--- src/rtl/lif_pkg.sv ---
package lif_pkg;
  localparam int unsigned NEUR_N = 8;
  localparam int unsigned CNT_W  = 8;
  localparam int unsigned TOT_W  = 16;
  localparam int unsigned LEAK_W = 16;

  typedef enum logic [1:0] {
    UPD_HOLD = 2'd0,
    UPD_INC  = 2'd1,
    UPD_LEAK = 2'd2
  } upd_e;
endpackage

--- src/rtl/lif_leak_timer.sv ---
module lif_leak_timer #(
  parameter int unsigned LEAK_W = lif_pkg::LEAK_W
) (
  input  logic              clk_i,
  input  logic              rst_ni,
  input  logic              clr_i,
  input  logic [LEAK_W-1:0] period_i,
  output logic              tick_o
);
  logic [LEAK_W-1:0] t_q;
  logic              last;

  always_comb begin
    if (period_i <= LEAK_W'(1)) last = 1'b1;
    else                        last = (t_q >= period_i - LEAK_W'(1));
  end

  assign tick_o = last;

  always_ff @(posedge clk_i or negedge rst_ni) begin
    if (!rst_ni)      t_q <= '0;
    else if (clr_i)   t_q <= '0;
    else if (last)    t_q <= '0;
    else              t_q <= t_q + LEAK_W'(1);
  end

  AST_LEAK_GAP: assert property (@(posedge clk_i) disable iff (!rst_ni)
    (tick_o && !clr_i && period_i > LEAK_W'(1)) |=> (!tick_o || !$stable(period_i))) else $error("leak tick twice in a row");
endmodule

--- src/rtl/lif_inhibit.sv ---
module lif_inhibit #(
  parameter int unsigned NEUR_N = lif_pkg::NEUR_N
) (
  input  logic [NEUR_N-1:0] fire_i,
  input  logic              en_i,
  output logic [NEUR_N-1:0] hit_o
);
  for (genvar g = 0; g < NEUR_N; g++) begin : g_hit
    logic [NEUR_N-1:0] peers;
    always_comb begin
      peers    = fire_i;
      peers[g] = 1'b0;
    end
    // a spiking neuron restarts itself and is never inhibited
    assign hit_o[g] = en_i && (|peers) && !fire_i[g];
  end
endmodule

--- src/rtl/lif_neuron.sv ---
module lif_neuron
  import lif_pkg::*;
#(
  parameter int unsigned CNT_W = lif_pkg::CNT_W,
  parameter int unsigned TOT_W = lif_pkg::TOT_W
) (
  input  logic             clk_i,
  input  logic             rst_ni,
  input  logic             clr_i,
  input  logic             pulse_i,
  input  logic [CNT_W-1:0] thresh_i,
  input  logic             leak_i,
  input  logic             inhib_i,
  input  logic [CNT_W-1:0] mask_i,
  output logic             fire_o,
  output logic             spike_o,
  output logic [TOT_W-1:0] total_o
);
  localparam logic [TOT_W-1:0] TOT_MAX = '1;

  logic [CNT_W-1:0] cnt_q, cnt_d, cnt_upd;
  logic [CNT_W:0]   inc_w;
  logic             spike_q;
  logic [TOT_W-1:0] tot_q;
  upd_e             upd;

  always_comb begin
    if (leak_i)       upd = UPD_LEAK;
    else if (pulse_i) upd = UPD_INC;
    else              upd = UPD_HOLD;
  end

  assign inc_w  = {1'b0, cnt_q} + {{CNT_W{1'b0}}, 1'b1};
  assign fire_o = (upd == UPD_INC) && (inc_w >= {1'b0, thresh_i});

  always_comb begin
    unique case (upd)
      UPD_INC:  cnt_upd = inc_w[CNT_W-1:0];
      UPD_LEAK: cnt_upd = cnt_q & ~CNT_W'(1);
      default:  cnt_upd = cnt_q;
    endcase
    if (fire_o)       cnt_d = '0;
    else if (inhib_i) cnt_d = cnt_upd & ~mask_i;
    else              cnt_d = cnt_upd;
  end

  always_ff @(posedge clk_i or negedge rst_ni) begin
    if (!rst_ni) begin
      cnt_q   <= '0;
      spike_q <= 1'b0;
      tot_q   <= '0;
    end else if (clr_i) begin
      cnt_q   <= '0;
      spike_q <= 1'b0;
      tot_q   <= '0;
    end else begin
      cnt_q   <= cnt_d;
      spike_q <= fire_o;
      if (fire_o && tot_q != TOT_MAX) tot_q <= tot_q + TOT_W'(1);
    end
  end

  assign spike_o = spike_q;
  assign total_o = tot_q;

  AST_CNT_STEP: assert property (@(posedge clk_i) disable iff (!rst_ni)
    (cnt_q > $past(cnt_q)) |-> (cnt_q == $past(cnt_q) + CNT_W'(1))) else $error("counter jumped");
  AST_SPIKE_NEEDS_PULSE: assert property (@(posedge clk_i) disable iff (!rst_ni)
    spike_q |-> $past(pulse_i)) else $error("spike without pulse");
  AST_LEAK_BLOCKS_FIRE: assert property (@(posedge clk_i) disable iff (!rst_ni)
    $past(leak_i) |-> !spike_q) else $error("spike on leak tick");
  AST_TOTAL_MONO: assert property (@(posedge clk_i) disable iff (!rst_ni)
    !$past(clr_i) |-> (tot_q >= $past(tot_q))) else $error("total decreased");
  AST_TOTAL_STEP: assert property (@(posedge clk_i) disable iff (!rst_ni)
    (spike_q && !$past(clr_i) && $past(tot_q) != TOT_MAX) |-> (tot_q == $past(tot_q) + TOT_W'(1))) else $error("total missed spike");
endmodule

--- src/rtl/lif_group.sv ---
module lif_group
  import lif_pkg::*;
#(
  parameter int unsigned N_NEUR = lif_pkg::NEUR_N,
  parameter int unsigned CW     = lif_pkg::CNT_W,
  parameter int unsigned TW     = lif_pkg::TOT_W,
  parameter int unsigned LW     = lif_pkg::LEAK_W
) (
  input  logic               clk_i,
  input  logic               rst_ni,
  input  logic               clr_i,
  input  logic [N_NEUR-1:0]  pulse_i,
  input  logic [CW-1:0]      thresh_i,
  input  logic [LW-1:0]      leak_period_i,
  input  logic               leak_en_i,
  input  logic               inhib_en_i,
  input  logic [CW-1:0]      inhib_mask_i,
  output logic [N_NEUR-1:0]  spike_o,
  output logic [N_NEUR*TW-1:0] total_o
);
  logic              tick;
  logic              leak_now;
  logic [N_NEUR-1:0] fire;
  logic [N_NEUR-1:0] hit;

  lif_leak_timer #(.LEAK_W(LW)) u_timer (
    .clk_i    (clk_i),
    .rst_ni   (rst_ni),
    .clr_i    (clr_i),
    .period_i (leak_period_i),
    .tick_o   (tick)
  );

  assign leak_now = leak_en_i && tick;

  lif_inhibit #(.NEUR_N(N_NEUR)) u_inhib (
    .fire_i (fire),
    .en_i   (inhib_en_i),
    .hit_o  (hit)
  );

  for (genvar g = 0; g < N_NEUR; g++) begin : g_neur
    lif_neuron #(.CNT_W(CW), .TOT_W(TW)) u_neuron (
      .clk_i    (clk_i),
      .rst_ni   (rst_ni),
      .clr_i    (clr_i),
      .pulse_i  (pulse_i[g]),
      .thresh_i (thresh_i),
      .leak_i   (leak_now),
      .inhib_i  (hit[g]),
      .mask_i   (inhib_mask_i),
      .fire_o   (fire[g]),
      .spike_o  (spike_o[g]),
      .total_o  (total_o[g*TW +: TW])
    );
  end

  AST_CLR_QUIET: assert property (@(posedge clk_i) disable iff (!rst_ni)
    $past(clr_i) |-> (spike_o == '0)) else $error("spike after clear");
  AST_ONLY_PULSED_SPIKE: assert property (@(posedge clk_i) disable iff (!rst_ni)
    ((spike_o & ~$past(pulse_i)) == '0)) else $error("spike on unpulsed neuron");
  AST_HIT_NEEDS_PEER: assert property (@(posedge clk_i) disable iff (!rst_ni)
    (|hit) |-> ($countones(fire) >= 1 && inhib_en_i)) else $error("inhibition without spike");
endmodule

--- config.mk ---
export PLATFORM = sky130hd
export DESIGN_NAME = lif_group
export DESIGN_NICKNAME = d
export VERILOG_FILES = /design/src/rtl/lif_pkg.sv /design/src/rtl/lif_leak_timer.sv /design/src/rtl/lif_inhibit.sv /design/src/rtl/lif_neuron.sv /design/src/rtl/lif_group.sv
export SDC_FILE = /design/constraint.sdc
export NUM_CORES = 1
export LEC_CHECK = 0
export CAP_MARGIN = 30
export CORE_MARGIN = 1.5
export CORE_UTILIZATION = 57
export CTS_CLUSTER_SIZE = 10
export DETAILED_ROUTE_END_ITERATION = 10
export GPL_ROUTABILITY_DRIVEN = 0
export GPL_TIMING_DRIVEN = 0
export PLACE_DENSITY = 0.79
export SETUP_SLACK_MARGIN = 0.1
export SYNTH_ARGS = -nofsm -noshare
export SYNTH_HDL_FRONTEND = slang
export SYNTH_SLANG_ARGS = --single-unit
export TNS_END_PERCENT = 50
--- constraint.sdc ---
create_clock -name clk_i -period 4.3 [get_ports clk_i]
set_clock_uncertainty 0.15 [all_clocks]
set_input_delay 1.075 -clock clk_i [delete_from_list [all_inputs] [get_ports clk_i]]
set_output_delay 1.075 -clock clk_i [all_outputs]
set_load 0.005 [all_outputs]
# == Word level (Yosys, flattened, before mapping) ==
# Cells that the tools add are included.
# totals
mem_count,0
latchBits,0
input_bits,45
romBits,0
regBits,216
ramBits,0
elab_cells,218
out_inout_bits,136
# classes
n_div,0
n_addsub,18
n_eq_ne,24
shifts,0
multipliers,0
n_reduce_logical,57
bitwise_logic,9
mux,75
order_cmp,10
# op_table
op,count
$mux 16,18
$mux 8,24
$add 16x1->16 const B,9
$ne 16x16->1 const B,8
$pmux 8 s2,8
$add 8x1->9 const B,8
$ge 9x8->1,8
$and 8x8->8,8
$reduce_or 7->1,8
$logic_and 1x1->1,33
$mux 1,17
$eq 2x1->1 const B,8
$eq 2x2->1 const B,8
$ge 16x16->1,1
$le 16x1->1 const B,1
$mux 2,8
$reduce_bool 2->1,8
$sub 16x1->16 const B,1
$logic_not 1->1,8
$not 8->8,1

# == Logic depth before layout (Yosys ltp) ==
# Gate-level depths: netlist of run 1.
# depth
ltp_word,13
mapped_depth,18
ltp_nobuf,15

# == Modules after synthesis ==
# Synthesis of run 1 repeated with hierarchy kept, for this count alone.
# hier_totals
hier_cells,1711
area_unflattened_um2,15801.4
# by_module_without_submodules
module,n_inst,area_each_um2,cells_each
lif_neuron at g_neur[0].u_neuron ...,7,1775.5,193
lif_neuron at g_neur[2].u_neuron,1,1710.4,179
lif_leak_timer,1,1492.7,157
lif_inhibit,1,163.9,23
lif_group,1,6.3,1

# == Worst setup path before layout of run 1 ==
# OpenSTA, ideal clock, no wires.
# synth_path
path_type,input -> register
from,input leak_period_i[3]
to,register g_neur[0].u_neuron.tot_q[13]
required_ps,4023
cell_stages,17
setup_time_ps,127
arrival_time_ps,4370
setup_slack_ps,-347
cell_sequence,nor3_1 and3_1 clkbuf_1 nand2_1 nor3_1 xnor2_1 ha_1 and4_1 a21oi_1 o211ai_2 and2_1 buf_4 or3_1 buf_2 nor3_1 nand3_1 mux2_1
# synth_between
elab_chain_cells,9
# synth_rtl
item,line,rtl
from (decl),lif_group.sv:14,"input logic [LW-1:0] leak_period_i,"
$sub 16x1->16,lif_leak_timer.sv:15,else last = (t_q >= period_i - LEAK_W'(1));
$ge 16x16->1,lif_leak_timer.sv:15,
$mux 1 (*),lif_leak_timer.sv:14,if (period_i <= LEAK_W'(1)) last = 1'b1;
$logic_and 1x1->1 (*),lif_group.sv:34,assign leak_now = leak_en_i && tick;
$mux 2 (*),lif_neuron.sv:28,if (leak_i) upd = UPD_LEAK;
$eq 2x1->1 (*),lif_neuron.sv:34,"assign fire_o = (upd == UPD_INC) && (inc_w >= {1'b0, thresh_i});"
$logic_and 1x1->1 (*),lif_neuron.sv:34,
$logic_and 1x1->1 (*),lif_neuron.sv:59,if (fire_o && tot_q != TOT_MAX) tot_q <= tot_q + TOT_W'(1);
$reduce_bool 2->1 (no source line) (*),n/a,
to (signal assigned),lif_neuron.sv:59,
to (decl),lif_neuron.sv:24,logic [TOT_W-1:0] tot_q;
# Every way passes the cells marked *; elsewhere a longest branch is shown, timed or not.
# A chain may end at the register's enable or synchronous reset.

# == Worst setup path after layout of run 1 ==
# layout_path
from,input leak_period_i[4]
to,register g_neur[4].u_neuron.cnt_q[2]
# layout_between
elab_chain_cells,13
# layout_rtl
item,line,rtl
$sub 16x1->16,lif_leak_timer.sv:15,
$ge 16x16->1,lif_leak_timer.sv:15,
$mux 1 (*),lif_leak_timer.sv:14,
$logic_and 1x1->1 (*),lif_group.sv:34,
$mux 2,lif_neuron.sv:28,
$eq 2x1->1,lif_neuron.sv:34,
$logic_and 1x1->1,lif_neuron.sv:34,
$reduce_or 7->1,lif_inhibit.sv:15,assign hit_o[g] = en_i && (|peers) && !fire_i[g];
$logic_and 1x1->1 (2 in a row),lif_inhibit.sv:15,
$mux 8,lif_neuron.sv:43,else if (inhib_i) cnt_d = cnt_upd & ~mask_i;
$mux 8 (*),lif_neuron.sv:42,if (fire_o) cnt_d = '0;
$mux 8 (*),lif_neuron.sv:52,end else if (clr_i) begin
to (signal assigned),lif_neuron.sv:57,cnt_q <= cnt_d;
to (decl),lif_neuron.sv:21,"logic [CNT_W-1:0] cnt_q, cnt_d, cnt_upd;"
# Marks and branches as above.

==> results.py, run 1 <==
metrics = {
    "critical_path": {
        "crit_path_top_delay_cell": "a2111oi_4",
        "worstPathRequired_ps": 4570,
        "worstRegToRegCells": 14,
        "path_class": "input pin to flop",
        "rr_startpoint": "g_neur[0].u_neuron.cnt_q[0]",
        "crit_fanout": 8,
        "critPathLaunchType": "input pin",
        "cp.arrival_ps": 4590,
        "crit_top_cell": "buf_6",
        "worst-path-buf-inv": 5,
        "critical-path-top-delay-family": "simple AND/OR/NAND/NOR gates",
        "cpPeakStageDelay_ps": 390,
        "end_kind": "flop",
        "rrSetupSlack_ps": 400,
        "path_cells": "buf_8, nor3_4, buf_6, nand2_4, buf_6, nor3_4, xnor2_2, ha_1, nand3_2, nor4_4, o31ai_4, buf_4, a21o_1, nand4_1, nor3b_4, buf_6, nand3b_4, a2111oi_4",
        "r2r_end": "g_neur[4].u_neuron.cnt_q[2]",
    },
    "sta": {
        "max_freq_mhz": 231,
        "hold_violations": 0,
        "tightest_slew_ps": 1170,
        "slew_viol_final": 0,
        "relSlewSlack_pct": 21.9,
        "setup_viol": 1,
        "rsz0062_at_grt": "yes",
        "fin_crit_sh_pct": 101,
        "setup_ws_ps": -22.4,
        "min_period_ps": 4320,
    },
    "floorplanning": {
        "dieArea_mm2": 0.0255,
        "start_util_pct": 57.9,
        "die_y_um": 160,
        "rows": 57,
        "coreArea_mm2": 0.0242,
        "io-pin-count": 181,
        "die_w_um": 160,
    },
    "global_route": {
        "grt_util_met2_pct": 50.6,
        "grtUsageMet1_pct": 39.7,
        "top_usage_layer": "met2",
        "grt_max_degree": 112,
        "grt_pass1_vias": 12384,
        "use_met3_pct": 7.43,
        "overflow": 0,
        "grt_usage_pct": 30.7,
        "antenna_found_initial": 1,
        "grt_pass1_wl_um": 63700,
    },
    "placement": {
        "placed_area_mm2": 0.0163,
        "portBuffers": 173,
        "pre_cts_ws_ps": -1330,
        "hpwl_um": 26200,
    },
    "finish": {
        "n_fill_cell": 1560,
        "area_delta_synth_final_pct": 32.3,
        "multiInputGateArea_mm2": 0.00899,
        "num-nets-final": 1872,
        "seqCellArea_mm2": 0.00541,
        "drive_gt1_share_pct": 15.4,
        "stdcell_area_mm2": 0.0185,
    },
    "logic_synthesis": {
        "synth_edf_count": 0,
        "yosysSeqAreaShare_pct": 38.6,
        "synth_top_cell_area_share_pct": 38.6,
        "synth_area_per_cell_um2": 9.63,
        "synth_warnings": 0,
        "synth_nets": 1598,
        "yosysUniqueCellTypes": 64,
        "netlist_top_cells_area": "dfrtp_1, xor2_1, ha_1, xnor2_1, nor2_1",
        "syn_area_mm2": 0.0140,
        "syn_inst": 1454,
        "async_flop_share_pct": 100,
        "synth.largest_area_cell": "dfrtp_1",
        "synth-seq-cells": 216,
        "synth_ff_type": "dfrtp_1",
    },
    "clock_network": {
        "clk_latency_ps": 540,
        "clock_sinks": 216,
        "cts_hold_buf": 0,
        "cts_made_buffers": 26,
        "htreeDepth": 1,
        "root_buffer": "clkbuf_16",
        "tritoncts": "built",
        "clk_path_buf_depth": 3,
        "clk_pin_slew_ps": 60,
    },
    "run": {
        "maxCapViolCount": 0,
    },
    "routing": {
        "vias_per_cell": 6.17,
        "wire_per_inst_um": 20.4,
        "vias": 12702,
        "antenna_left": 0,
        "drt_iter0_markers": 838,
        "totalWireLength_um": 42000,
        "drcViolationCount": 0,
        "firstDrtPassIters": 7,
    },
    "power": {
        "power.density_mw_per_mm2": 246,
        "leakage_uw": 0.00835,
        "peakVddDrop_mv": 0.254,
    },
    "min_path": {
        "min_path_type": "input pin to async pin",
    },
    "outcome": {
        "status": "finished with violations",
        "violations": "negative setup slack",
    },
}
[synthesized netlist by cell type (all sizes together), types with 4 or more instances]
master and number:
nor4b 14, nor3 16, clkbuf 49, inv 27, o21ai 15, dfrtp 216
nor3b 10, a2111oi 22, ha 99, o31a 5, nand4 51, buf 28
nor2 170, and3 81, nand2b 8, and2 29, nor4 28, a21o 20
nand2 74, nand3 108, a221oi 6, o2111ai 4, nor2b 4, and4 16
xor2 171, xnor2 75, mux2i 10, a21oi 21, a211oi 49
[metal layers]
layer	wire length [µm]	vias to the layer above	share of wire, %
li1	-	5733	-
met1	16700	6258	40
met2	19900	556	47
met3	3650	155	8.7
met4	1780	0	4.2
met5	0	-	0
[worst reg2reg max path, delay by kind of cell (launching register included)]
kind | cells | cell delay, ps
DFF | 1 | 420
xor gates and xnor gates | 1 | 180
adders and majority gates | 2 | 510
buffers and inverters | 1 | 160
AOI/OAI and AO/OA | 6 | 1500
and+or+nand+nor | 4 | 860
[sequential cells by signal (all words and copies together) (netlist names)]
signal / count
g_neur.u_neuron.total_o: 128
u_timer.t_q: 16
g_neur.u_neuron.spike_o: 8
g_neur.u_neuron.cnt_q: 64
[how the worst max path moves through the flow]
| stage | startpoint | to | slack, ps | cells past startpoint |
|---|---|---|---|---|
| floorplan | leak_period_i[2] | g_neur[2].u_neuron.total_o[15] | 20 | 16 |
| global placement | rst_ni | g_neur[5].u_neuron.total_o[5] | -7290 | 1 |
| detailed placement | leak_period_i[2] | g_neur[3].u_neuron.cnt_q[2] | -1330 | 16 |
| CTS | leak_period_i[8] | g_neur[1].u_neuron.total_o[11] | 80 | 18 |
| global route | leak_period_i[4] | g_neur[4].u_neuron.cnt_q[2] | -110 | 18 |
| finish | leak_period_i[4] | g_neur[4].u_neuron.cnt_q[2] | -20 | 18 |
[placed cells by master, fill, tap and decap left out, types with 42 or more instances in the layout]
| cell type | n |
|---|---|
| dfrtp_1 | 216 |
| xor2_1 | 171 |
| nor2_1 | 164 |
| clkdlybuf4s50_1 | 157 |
| nand3_1 | 101 |
| ha_1 | 98 |
| and3_1 | 79 |
| xnor2_1 | 73 |
| buf_4 | 71 |
| nand2_1 | 64 |
| nand4_1 | 49 |
| clkbuf_1 | 42 |
[through the flow]
| stage | power (µW) | setup TNS [ps] | hold slack, ps | util [%] | std cells |
|---|---|---|---|---|---|
| global route | 4690 | -1250 | 431 | 76.6 | 2058 |
| CTS | 4480 | 0 | 408 | 73.2 | 2026 |
| floorplan | 2340 | 0 | 342 | - | 1454 |
| detailed placement | 2520 | -201960 | 395 | 67.3 | 1952 |
| finish | 4550 | -22.4 | 375 | 76.6 | 2059 |
| global placement | 2510 | -1762820 | 390 | 67.2 | 1951 |
[cell type report]
| class | instances | area share, % |
|---|---|---|
| well taps | 324 | 2.19 |
| flip-flops and latches | 216 | 29.2 |
| diodes | 1 | 0.0135 |
| clock inverters | 3 | 0.0810 |
| multi-input cells | 1134 | 48.5 |
| plain buffers | 77 | 2.62 |
| clock buffers | 31 | 3.78 |
| inverters | 27 | 0.601 |
| repair buffers | 246 | 13.0 |
[timing repair]
action,4_1_cts,5_1_grt
endpoints found under the setup margin,199,190
pin swaps,29,55
setup buffers,40,27
hold endpoints to repair,0,0
resized for setup,115,136
gates cloned,0,4
[logic make-up (layout without fill, tap and decap cells)]
logic type	Yosys count	after routing	share of synthesized area (%)
and+or+nand+nor	617	617	23.7
xor gates and xnor gates	246	246	15.4
DFF	216	216	38.6
AOI/OAI and AO/OA	160	160	9.37
buffers and inverters	104	384	3.17
adders and majority gates	99	99	8.85
muxes	12	12	0.876
other	0	1	0
[report_power, final]
group | total [µW] | internal [µW] | switching (µW)
sequential | 2080 | 2060 | 26.6
clock | 1960 | 1130 | 830
combinational | 511 | 198 | 314
total | 4550 | 3380 | 1170
Note: power is estimated with default switching activity, not from simulation.
==> run 2, diff against run 1 <==
--- a/config.mk
+++ b/config.mk
@@ -7,14 +7,14 @@
 export LEC_CHECK = 0
 export CAP_MARGIN = 30
 export CORE_MARGIN = 1.5
-export CORE_UTILIZATION = 57
+export CORE_UTILIZATION = 60
 export CTS_CLUSTER_SIZE = 10
 export DETAILED_ROUTE_END_ITERATION = 10
 export GPL_ROUTABILITY_DRIVEN = 0
 export GPL_TIMING_DRIVEN = 0
-export PLACE_DENSITY = 0.79
+export PLACE_DENSITY = 0.83
 export SETUP_SLACK_MARGIN = 0.1
+export SKIP_LAST_GASP = 1
 export SYNTH_ARGS = -nofsm -noshare
 export SYNTH_HDL_FRONTEND = slang
 export SYNTH_SLANG_ARGS = --single-unit
-export TNS_END_PERCENT = 50
==> constraint.sdc (replaced) <==
create_clock -name clk_i -period 5 [get_ports clk_i]
set_clock_uncertainty 0.15 [all_clocks]
set_input_delay 1.25 -clock clk_i [delete_from_list [all_inputs] [get_ports clk_i]]
set_output_delay 1.25 -clock clk_i [all_outputs]
set_load 0.005 [all_outputs]
==> run 2 against run 1 <==
  * The run now ends clean
  * Critical path depth decreased by 2
  * Combinational power is 28% lower
  * Hold slack improved by 38 ps
  * Highest routed layer unchanged
  * Global-route usage rose by 0.97 points
  * First-iteration DRC count up 5.1%
  * Power down 15%
  * Worst setup slack better by 220 ps
  * Non-clock buffer count shrank 54
  * Via count fell by 3.6%
  * Clock-buffer cell count grew 4
  * Die area fell by 4.9%
==> results.py, run 2 (synthesis results as in run 1) <==
metrics = {
    "sta": {
        "fin_crit_sh_pct": 96.1,
        "tns_ps": 0,
        "relSlewSlack_pct": 43.3,
        "setup_ws_ps": 197,
        "tightest_slew_ps": 850,
        "setup_viol": 0,
        "max_freq_mhz": 208,
        "slew_viol_final": 0,
        "min_period_ps": 4800,
        "hold_violations": 0,
    },
    "routing": {
        "drt_iter0_markers": 881,
        "wire_per_inst_um": 19.9,
        "firstDrtPassIters": 5,
        "drcViolationCount": 0,
        "totalWireLength_um": 39700,
        "vias": 12242,
        "antenna_left": 0,
        "vias_per_cell": 6.13,
    },
    "power": {
        "leakage_uw": 0.00794,
        "power.density_mw_per_mm2": 223,
        "peakVddDrop_mv": 0.194,
    },
    "critical_path": {
        "worstRegToRegCells": 13,
        "rr_startpoint": "g_neur[0].u_neuron.cnt_q[0]",
        "critical-path-top-delay-family": "simple AND/OR/NAND/NOR gates",
        "crit_fanout": 10,
        "rrSetupSlack_ps": 760,
        "cp-startpoint": "leak_period_i[0]",
        "crit_top_cell": "a21oi_1",
        "cp.arrival_ps": 5120,
        "path_class": "input pin to flop",
        "crit_path_top_delay_cell": "nor4b_4",
        "r2r_end": "g_neur[3].u_neuron.cnt_q[0]",
        "worstPathRequired_ps": 5320,
        "critPathLaunchType": "input pin",
        "path_cells": "clkdlybuf4s50_1, inv_2, ha_4, nand3_2, nor4_4, xnor2_1, ha_1, and4_1, a21oi_1, o211ai_2, and2_1, buf_6, nor4b_4, nand4_1, or3_1, a21oi_1",
        "end_kind": "flop",
        "cpPeakStageDelay_ps": 540,
        "worst-path-buf-inv": 3,
    },
    "floorplanning": {
        "coreArea_mm2": 0.0228,
        "die_w_um": 156,
        "start_util_pct": 61.5,
        "dieArea_mm2": 0.0243,
        "io-pin-count": 181,
        "die_y_um": 156,
        "rows": 55,
    },
    "global_route": {
        "grt_max_degree": 113,
        "grt_pass1_vias": 12043,
        "grt_pass1_wl_um": 61300,
        "antenna_found_initial": 1,
        "overflow": 0,
        "grt_usage_pct": 31.7,
    },
    "clock_network": {
        "clk_latency_ps": 550,
        "cts_hold_buf": 0,
        "tritoncts": "built",
        "clk_path_buf_depth": 3,
        "clk_pin_slew_ps": 50,
        "htreeDepth": 1,
        "clock_sinks": 216,
        "cts_made_buffers": 26,
        "root_buffer": "clkbuf_16",
    },
    "min_path": {
        "hp-start": "u_timer.t_q[0]",
        "min_path_cells": 1,
        "min_path_type": "flop to flop",
        "hold_end": "u_timer.t_q[0]",
    },
    "finish": {
        "final_cells": 1997,
        "final_common_cell": "dfrtp_1",
        "drive_gt1_share_pct": 8.32,
        "final_cell_mix": "dfrtp_1, xor2_1, nor2_1",
        "largest_reg_flops": 128,
        "area_delta_synth_final_pct": 23.5,
        "num-nets-final": 1818,
    },
    "outcome": {
        "status": "completed",
    },
    "placement": {
        "hpwl_um": 26500,
        "pre_cts_ws_ps": -1140,
        "portBuffers": 173,
        "dpl.cell_count": 1941,
    },
    "run": {
        "maxCapViolCount": 0,
    },
}
==> run 2: timing repair <==
action,CTS,global route
endpoints found under the hold margin,0,0
setup buffers,10,8
setup endpoints to repair,181,173
gates resized for setup,28,40
pin swaps,5,10
==> run 2: cell type report <==
type / instances / area [µm²]
Clock inverter: 2 / 35.0
Multi-Input combinational cell: 1134 / 8350
Buffer: 77 / 375
Sequential cell: 216 / 5410
Clock buffer: 35 / 704
Fill cell: 1545 / 5490
Antenna cell: 1 / 2.50
Timing Repair Buffer: 192 / 1920
Inverter: 27 / 101
Tap cell: 313 / 392
==> run 2: power breakdown <==
part	internal, µW	switching (µW)	leakage (µW)
Combinational	136	229	0.00458
Sequential	1770	22.1	0.00300
Clock	973	730	0.000358
==> run 2: through the flow <==
stage	power, µW	hold WS (ps)	cell area (µm²)	util [%]
4_1_cts	3850	393	17100	75.0
2_1_floorplan	2010	342	14000	-
5_1_grt	3990	433	17300	75.9
6_report	3860	413	17300	75.9
3_5_place_dp	2170	385	16200	70.9
3_3_place_gp	2150	380	16100	70.8
==> run 2: per-layer routing <==
| layer | global-route usage, % | vias to the layer above | part of all wire [%] |
|---|---|---|---|
| li1 | - | 5612 | - |
| met1 | 39.8 | 6021 | 40 |
| met2 | 52.7 | 499 | 48 |
| met3 | 8.31 | 110 | 8.6 |
| met4 | 11.9 | 0 | 3.5 |
| met5 | 0 | - | 0 |
==> run 2: how the worst max path moves through the flow <==
stage,depth (start not counted),endpoint
floorplan,17,g_neur[0].u_neuron.total_o[13]
global placement,1,g_neur[1].u_neuron.total_o[5]
detailed placement,18,g_neur[6].u_neuron.total_o[7]
CTS,19,g_neur[0].u_neuron.total_o[10]
global route,17,g_neur[2].u_neuron.total_o[11]
finish,16,g_neur[2].u_neuron.total_o[15]
